## src/rtl/uart_iid_pkg.sv

```systemverilog
package uart_iid_pkg;

    localparam int IER_W = 4;
    localparam int MDM_W = 4;

    localparam int EN_RX    = 0;
    localparam int EN_THRE  = 1;
    localparam int EN_LINE  = 2;
    localparam int EN_MODEM = 3;

    localparam logic [3:0] CODE_LINE  = 4'h6;
    localparam logic [3:0] CODE_RXDAT = 4'h4;
    localparam logic [3:0] CODE_TMO   = 4'hC;
    localparam logic [3:0] CODE_THRE  = 4'h2;
    localparam logic [3:0] CODE_MODEM = 4'h0;
    localparam logic [3:0] CODE_NONE  = 4'h1;

    typedef enum logic [1:0] {
        TX_BUSY  = 2'd0,
        TX_PEND  = 2'd1,
        TX_QUIET = 2'd2
    } tx_state_e;

endpackage

```

## src/rtl/uart_iid_sticky.sv

```systemverilog
module uart_iid_sticky #(
    parameter int W = 1
) (
    input  logic         clk,
    input  logic         rst_n,
    input  logic [W-1:0] set_i,
    input  logic         clr_i,
    output logic [W-1:0] flag_o
);

    logic [W-1:0] flag_q;

    for (genvar g = 0; g < W; g++) begin : g_bit
        always_ff @(posedge clk or negedge rst_n) begin
            if (!rst_n)
                flag_q[g] <= 1'b0;
            else if (clr_i)
                flag_q[g] <= set_i[g];
            else
                flag_q[g] <= flag_q[g] | set_i[g];
        end
    end

    assign flag_o = flag_q;

    // a read clears, but an event in the read cycle survives
    a_r7_read_keeps_new: assert property (@(posedge clk) disable iff (!rst_n)
        clr_i |=> (flag_o == $past(set_i)));

    // without a read, latched bits never drop
    a_r10_sticky_hold: assert property (@(posedge clk) disable iff (!rst_n)
        !clr_i |=> ((flag_o & $past(flag_o)) == $past(flag_o)));

endmodule

```

## src/rtl/uart_iid_txtrack.sv

```systemverilog
module uart_iid_txtrack
    import uart_iid_pkg::*;
(
    input  logic clk,
    input  logic rst_n,
    input  logic thr_empty_i,
    input  logic thr_en_i,
    input  logic ack_i,
    output logic pend_o
);

    tx_state_e state_q, state_d;
    logic      en_q;
    logic      en_rise;

    assign en_rise = thr_en_i & ~en_q;

    always_ff @(posedge clk or negedge rst_n) begin
        if (!rst_n) begin
            state_q <= TX_BUSY;
            en_q    <= 1'b0;
        end else begin
            state_q <= state_d;
            en_q    <= thr_en_i;
        end
    end

    always_comb begin
        state_d = state_q;
        unique case (state_q)
            TX_BUSY: begin
                if (thr_empty_i) state_d = TX_PEND;
            end
            TX_PEND: begin
                if (!thr_empty_i)  state_d = TX_BUSY;
                else if (ack_i)    state_d = TX_QUIET;
            end
            TX_QUIET: begin
                if (!thr_empty_i)  state_d = TX_BUSY;
                else if (en_rise)  state_d = TX_PEND;
            end
            default: state_d = TX_BUSY;
        endcase
    end

    always_comb begin
        pend_o = (state_q == TX_PEND);
    end

    // a full holding register never leaves the cause pending
    a_r9_full_not_pending: assert property (@(posedge clk) disable iff (!rst_n)
        !thr_empty_i |=> !pend_o);

    // acknowledging a pending cause drops it
    a_r8_ack_clears: assert property (@(posedge clk) disable iff (!rst_n)
        (ack_i && pend_o) |=> !pend_o);

    // enable rising while empty re-arms
    a_r9_enable_rearms: assert property (@(posedge clk) disable iff (!rst_n)
        ($rose(thr_en_i) && thr_empty_i && !ack_i) |=> pend_o);

endmodule

```

## src/rtl/uart_iid_prio.sv

```systemverilog
module uart_iid_prio
    import uart_iid_pkg::*;
(
    input  logic [IER_W-1:0] ier_i,
    input  logic             line_p_i,
    input  logic             rx_avail_i,
    input  logic             rx_tmo_i,
    input  logic             thre_p_i,
    input  logic             modem_p_i,
    input  logic             fifo_en_i,
    output logic [7:0]       id_o,
    output logic             any_o
);

    logic [3:0] code;

    always_comb begin
        if (ier_i[EN_LINE] && line_p_i)
            code = CODE_LINE;
        else if (ier_i[EN_RX] && rx_tmo_i)
            code = CODE_TMO;
        else if (ier_i[EN_RX] && rx_avail_i)
            code = CODE_RXDAT;
        else if (ier_i[EN_THRE] && thre_p_i)
            code = CODE_THRE;
        else if (ier_i[EN_MODEM] && modem_p_i)
            code = CODE_MODEM;
        else
            code = CODE_NONE;
    end

    always_comb begin
        any_o = ~code[0];
        id_o  = {{2{fifo_en_i}}, 2'b00, code};
    end

endmodule

```

## src/rtl/uart_irq_ident.sv

```systemverilog
module uart_irq_ident
    import uart_iid_pkg::*;
(
    input  logic             clk,
    input  logic             rst_n,
    input  logic [IER_W-1:0] ier_i,
    input  logic             fifo_en_i,
    input  logic             out2_i,
    input  logic             line_evt_i,
    input  logic             rx_avail_i,
    input  logic             rx_tmo_i,
    input  logic             thr_empty_i,
    input  logic [MDM_W-1:0] modem_chg_i,
    input  logic             iir_rd_i,
    input  logic             lsr_rd_i,
    input  logic             msr_rd_i,
    output logic             irq_o,
    output logic [7:0]       iir_o,
    output logic [MDM_W-1:0] modem_delta_o
);

    logic line_flag;
    logic thre_pend;
    logic thre_ack;
    logic any_pend;

    uart_iid_sticky #(.W(1)) u_line (
        .clk    (clk),
        .rst_n  (rst_n),
        .set_i  (line_evt_i),
        .clr_i  (lsr_rd_i),
        .flag_o (line_flag)
    );

    uart_iid_sticky #(.W(MDM_W)) u_modem (
        .clk    (clk),
        .rst_n  (rst_n),
        .set_i  (modem_chg_i),
        .clr_i  (msr_rd_i),
        .flag_o (modem_delta_o)
    );

    assign thre_ack = iir_rd_i && (iir_o[3:0] == CODE_THRE);

    uart_iid_txtrack u_tx (
        .clk         (clk),
        .rst_n       (rst_n),
        .thr_empty_i (thr_empty_i),
        .thr_en_i    (ier_i[EN_THRE]),
        .ack_i       (thre_ack),
        .pend_o      (thre_pend)
    );

    uart_iid_prio u_prio (
        .ier_i      (ier_i),
        .line_p_i   (line_flag),
        .rx_avail_i (rx_avail_i),
        .rx_tmo_i   (rx_tmo_i),
        .thre_p_i   (thre_pend),
        .modem_p_i  (|modem_delta_o),
        .fifo_en_i  (fifo_en_i),
        .id_o       (iir_o),
        .any_o      (any_pend)
    );

    assign irq_o = any_pend | out2_i;

    // a latched, enabled line condition always wins
    a_r4_line_first: assert property (@(posedge clk) disable iff (!rst_n)
        (ier_i[EN_LINE] && line_flag) |-> (iir_o[3:0] == CODE_LINE));

    // a reported cause always drives the interrupt line
    a_r11_irq_on_cause: assert property (@(posedge clk) disable iff (!rst_n)
        !iir_o[0] |-> irq_o);

    // after reporting and reading transmit-empty, it is not reported next cycle
    a_r8_no_repeat: assert property (@(posedge clk) disable iff (!rst_n)
        (iir_rd_i && iir_o[3:0] == CODE_THRE) |=> (iir_o[3:0] != CODE_THRE));

    // reserved bits stay low
    a_r5_reserved_low: assert property (@(posedge clk) disable iff (!rst_n)
        iir_o[5:4] == 2'b00);

endmodule

```

## config.mk

```make
export PLATFORM = sky130hd
export DESIGN_NAME = uart_irq_ident
export DESIGN_NICKNAME = d
export VERILOG_FILES = /design/src/rtl/uart_iid_pkg.sv /design/src/rtl/uart_iid_sticky.sv /design/src/rtl/uart_iid_txtrack.sv /design/src/rtl/uart_iid_prio.sv /design/src/rtl/uart_irq_ident.sv
export SDC_FILE = /design/constraint.sdc
export NUM_CORES = 1
export LEC_CHECK = 0
export ABC_AREA = 1
export BUFFER_PORTS_ARGS = -buffer_cell sky130_fd_sc_hd__buf_2
export CAP_MARGIN = 20
export CORE_MARGIN = 4
export CORE_UTILIZATION = 30
export DETAILED_ROUTE_END_ITERATION = 7
export MAX_ROUTING_LAYER = met4
export PLACE_DENSITY = 0.7
export SKIP_LAST_GASP = 1
export SYNTH_ARGS = -nofsm -noshare
export SYNTH_HDL_FRONTEND = slang
export SYNTH_SLANG_ARGS = --single-unit
```

## constraint.sdc

```tcl
create_clock -name clk -period 0.8 [get_ports clk]
set_input_delay 0.16 -clock clk [delete_from_list [all_inputs] [get_ports clk]]
set_output_delay 0.16 -clock clk [all_outputs]
set_load 0.01 [all_outputs]
```

* Word level (Yosys, flattened, before mapping)
Index checks and enable logic that the tools add are counted.
** Word-level totals
- Register bits after elaboration :: 8
- Input bits :: 19
- Output and inout port bits :: 13
- Logic and storage cells :: 47
** Operators by class
- Eq/ne operators :: 6
- Muxes and demuxes :: 16
- Bitwise gates (word level) :: 9
- Reductions and logical operators :: 9
** Operator list (count)
- $mux W4 :: 4
- $mux W2 :: 5
- $logic_and A1 B1 Y1 :: 6
- $mux W1 :: 6
- $or A1 B1 Y1 :: 6
- $pmux W2 S3 :: 1
- $eq A4 B2 Y1 const B :: 1
- $reduce_or A4 Y1 :: 1
- $ne A3 B2 Y1 const B :: 1
- $ne A3 B3 Y1 const B :: 1
- $reduce_and A3 Y1 :: 1
- $eq A2 B1 Y1 const B :: 1
- $eq A2 B2 Y1 const B :: 1
- $logic_not A2 Y1 :: 1
- $ne A2 B2 Y1 const B :: 1
- $not A1 Y1 :: 2
- $and A1 B1 Y1 :: 1

* Longest topological paths before layout
- Depth after elaboration :: 12
- Mapped depth :: 6
- Depth with buffers taken out :: 6

* By module
Synthesis repeated with hierarchy kept, for this count alone.
** Second synthesis, totals
- Cell total of the unflattened synthesis :: 72
- Area total of the unflattened synthesis :: 488.0 um2
** Modules (own cells, without submodules)
- uart_iid_sticky at u_modem :: instances 1, cells an instance 17, area each 148.9 um2, sequential area each 100.1 um2
- uart_iid_txtrack :: instances 1, cells an instance 18, area each 137.6 um2, sequential area each 75.1 um2
- uart_iid_prio :: instances 1, cells an instance 22, area each 120.1 um2, sequential area each 0.0 um2
- uart_irq_ident :: instances 1, cells an instance 10, area each 41.3 um2, sequential area each 0.0 um2
- uart_iid_sticky at u_line :: instances 1, cells an instance 5, area each 40.0 um2, sequential area each 25.0 um2

* Least setup slack after synthesis
Ideal clock, no wire load.
- Path kind :: register to output
- Start point :: register u_line.flag_q (netlist: u_line.flag_o)
- End point :: output iir_o[0]
- Arrival :: 861 ps
- Required time :: 640 ps
- Setup slack :: -221 ps
- Stages on the path, launching flop included :: 6
- Buffers on the path :: 0
- Cell sequence :: dfrtp_1 -> nand2_1 -> inv_2 -> nor2_4 -> nand2_1 -> a21oi_1
** On the way
- Cells in the longest elaborated chain, start to end :: 2
** RTL lines
- start, declared :: RTL line uart_iid_sticky.sv:11 : logic [W-1:0] flag_q;
- start signal, assigned by index :: RTL line uart_iid_sticky.sv:18 : flag_q[g] <= set_i[g];
- start signal, assigned by index :: RTL line uart_iid_sticky.sv:20 : flag_q[g] <= flag_q[g] | set_i[g];
- $logic_and A1 B1 Y1 :: RTL line uart_iid_prio.sv:18 : if (ier_i[EN_LINE] && line_p_i)
- $mux W4 :: RTL line uart_iid_prio.sv:18
- end, declared :: RTL line uart_irq_ident.sv:18 : output logic [7:0] iir_o,
No other way between the ends.

* Worst setup path in the final report
Same ends and word-level chain as after synthesis.

==> results.md <==
* Die X at 47.02 um
* Final count of hold timing violations at 0
* Maximum operating frequency at roughly 760 MHz
* DP Wirelength at 863.8 um
* Count of routing violations after the opening detailed-route iteration at 3
* Total Die Area at 0.002210 mm^2
* Max-cap violations at 0
* Worst VDD drop at 1032 uV
* TritonCTS clock tree: built
* Number of CTS-inserted buffers at 3
* Required time at the endpoint of the critical path at 0.64 ns
* H-tree level count at 1
* Non-filler instance count after layout at 111
* Power density over cell area at about 1800 mW/mm^2
* Critical path data arrival time at 1.15 ns
* Via count at about 480
* Logic gate share of total power at 0.404
* Clock network fraction of total power at 0.213
* Number of cells produced by synthesis at 57
* Reg clk slew, reported paths at around 0.050 ns
* Share of power burned in registers at 0.382
* Die Y at 47.02 um
* Worst Skew at 0.001051 ns
* Clk sink count at 8
* Number of global-route vias before repair at approximately 500
* Total Routing Usage GR at 0.1309
* Wire length per cell after detailed routing at 10.73 um
* Part of the cycle the worst path needs at 1.636
* Gpl congestion at 0.8048
* Worst-case setup slack after placement at -0.2821 ns
* Proportion of total power due to net switching at 0.3331
* Dpl cells at 103
* Synthesized area per cell at approximately 8.0 um^2
* Overflow after GRT at 0
* Setup total negative slack at -3.727 ns
* Initial antenna violation count at 0
* Antenna Violating Nets Remaining at 0
* Top_reg_cell synth: sky130_fd_sc_hd__dfrtp_1
* DRC Markers at 0
* Type of the most critical hold path: input port to flop
* Root buf cell: sky130_fd_sc_hd__clkbuf_4
* Iteration count of the initial detailed-routing pass at 2
* Standby leakage power at 0.4297 nW
* Highest fanout seen on the critical path at 4
* P_int at roughly 0.93 mW
* Nature of the critical path endpoint: output pin
* Area of the mapped netlist at 456.7 um^2
* Area of combinational cells with multiple inputs at 209.0 um^2
* Yosys top cell area share at 0.4384
* Average via count per standard cell at roughly 4.3
* Fillcell total at 127
* Minimum setup slack in the final design at -0.5084 ns
* Final Setup Violations at 11
* CP startpoint kind: flop
* Share of final-layout standard cells stronger than drive strength 1 at 0.5938
* Largest net degree at the start of global routing at 9
* Sequential Area at 200.2 um^2
* Cell type with the highest aggregate area in the netlist: sky130_fd_sc_hd__dfrtp_1
* Biggest area contributors in the synthesized netlist: sky130_fd_sc_hd__dfrtp_1 44%, sky130_fd_sc_hd__inv_1 9.0%, sky130_fd_sc_hd__o21bai_1 8.2%, sky130_fd_sc_hd__buf_4 6.6%, sky130_fd_sc_hd__nand2_1 5.8%
* Number of port buffers at 26
* Synthesis warning total at 0
* Ranking of synthesized cells by instance count: 11 x sky130_fd_sc_hd__inv_1, 8 x sky130_fd_sc_hd__dfrtp_1, 7 x sky130_fd_sc_hd__nand2_1, 5 x sky130_fd_sc_hd__nor2_1, 5 x sky130_fd_sc_hd__o21bai_1
* Status: complete, but fails checks
* Maximum number of buffers from clock root to sink at 2
* Net load switching power at approximately 0.47 mW
* Max-slew violations at 0
* Count of different cell masters after synthesis at 17
* Shortest period the worst path allows at 1.308 ns
* Post-layout net count at 117
* Final WL at 1.191 mm
* Latest clock arrival within the worst-skew pair at 0.25 ns
* Sequential element share of the synthesized area at 0.4384
* Count of pins on the block boundary at 32
* Synth async-reset ratio at 1.000
* Leading cell type by number of instances after synthesis: sky130_fd_sc_hd__inv_1
* Growth of design area from synthesis to finish at 66.85%
* Number of placement rows at 13
* Number of flops mapped to enable cells by yosys at 0
* Area inside the core boundary at 0.001366 mm^2
* Global-route wire length before repair at 1.883 mm
* Setup CP Type: flop to output pin
* Synthesized flop and latch total at 8
* Unrepaired setup endpoints after global routing: yes
* Total inserted antenna cells at 0
* Failing checks: negative setup slack
* Initial core utilization at 0.3342
## final cells by class
| type | count | share of cell area |
|---|---|---|
| Timing Repair Buffer | 39 | 0.3448 |
| Multi-Input combinational cell | 33 | 0.2742 |
| Sequential cell | 8 | 0.2627 |
| Inverter | 13 | 0.06404 |
| Clock buffer | 3 | 0.02956 |
| Tap cell | 15 | 0.02463 |
## metal layers
layer  global-route usage  part of all wire  wire, um  up-vias
met4              0.09392             0.014        17        0
li1                     -                 -         -      245
met3              0.03448             0.079        94        2
met1               0.1194              0.37       445      211
met5                    -                 0         0        -
met2               0.2304              0.53       635       20
## sequential cells by signal, summed over array words and instances, names as in the netlist
name and cells:
u_tx.en_q 1, u_line.flag_o 1, u_tx.state_q 2, u_modem.flag_o 4
## placed cells by master, fill, tap and decap left out, drive strengths merged
| master | instances |
|---|---|
| a21oi | 2 |
| buf | 38 |
| clkbuf | 3 |
| conb | 2 |
| dfrtp | 8 |
| dlygate4sd3 | 1 |
| inv | 13 |
| nand2 | 10 |
| nand3 | 3 |
| nand4 | 1 |
| nor2 | 8 |
| o211ai | 1 |
| o21ai | 1 |
| o21bai | 5 |
## kinds of logic (layout without fill, tap and decap cells)
group,after synthesis,count (layout),synth area share
buffers and inverters,17,55,0.1726
other,1,2,0.008211
flip-flops,8,8,0.4384
AND/OR/NAND/NOR,22,22,0.2493
AO/OA/AOI/OAI,9,9,0.1315
## worst paths after layout
check / start / to / slack, ns / cells past startpoint
setup / recovery: u_line.flag_o / iir_o[0] / -0.51 / 6
hold / removal: ier_i[1] / u_tx.en_q / 0.08 / 1
setup reg to reg: u_line.flag_o / u_tx.state_q[0] / -0.33 / 8
hold reg to reg: u_line.flag_o / u_line.flag_o / 0.53 / 2
max in group asynchronous: rst_n / u_modem.flag_o[2] / 0.37 / 2
min in group asynchronous: rst_n / u_modem.flag_o[3] / 0.27 / 2
## worst max-delay path, stage by stage (launching register included)
cell and delay, ns:
sky130_fd_sc_hd__dfrtp_1 0.38, sky130_fd_sc_hd__nand2_2 0.07, sky130_fd_sc_hd__inv_2 0.05, sky130_fd_sc_hd__nor2_4 0.12, sky130_fd_sc_hd__nand2_2 0.06, sky130_fd_sc_hd__a21oi_2 0.08
sky130_fd_sc_hd__buf_2 0.13
## per-stage QoR
step / total power, mW / cell area (um^2) / hold WS (ns) / utilization
floorplan: 0.7730 / 464.2 / -0.1356 / -
global placement: 0.9189 / 643.1 / 0.007071 / 0.4707
detailed placement: 0.9301 / 643.1 / 0.004577 / 0.4707
CTS: 1.383 / 739.5 / 0.06969 / 0.5412
global route: 1.514 / 762.0 / 0.06418 / 0.5577
finish: 1.397 / 762.0 / 0.07867 / 0.5577
## power groups by stage
stage | sequential, mW | clock [mW] | combinational [mW]
after floorplan | 0.524 | 0 | 0.249
after global placement | 0.519 | 0 | 0.400
after detailed placement | 0.523 | 0 | 0.407
after CTS | 0.524 | 0.317 | 0.543
after global routing | 0.539 | 0.349 | 0.626
final | 0.534 | 0.298 | 0.565
## timing repair
action / CTS / global route
endpoints found under the hold margin: 8 / 0
endpoints found under the setup margin: 11 / 11
hold buffers: 1 / 0
gates resized for setup: 6 / 8
setup buffers: 6 / 4
pin swaps: 3 / 4
Note: power is estimated with default switching activity, not from simulation.
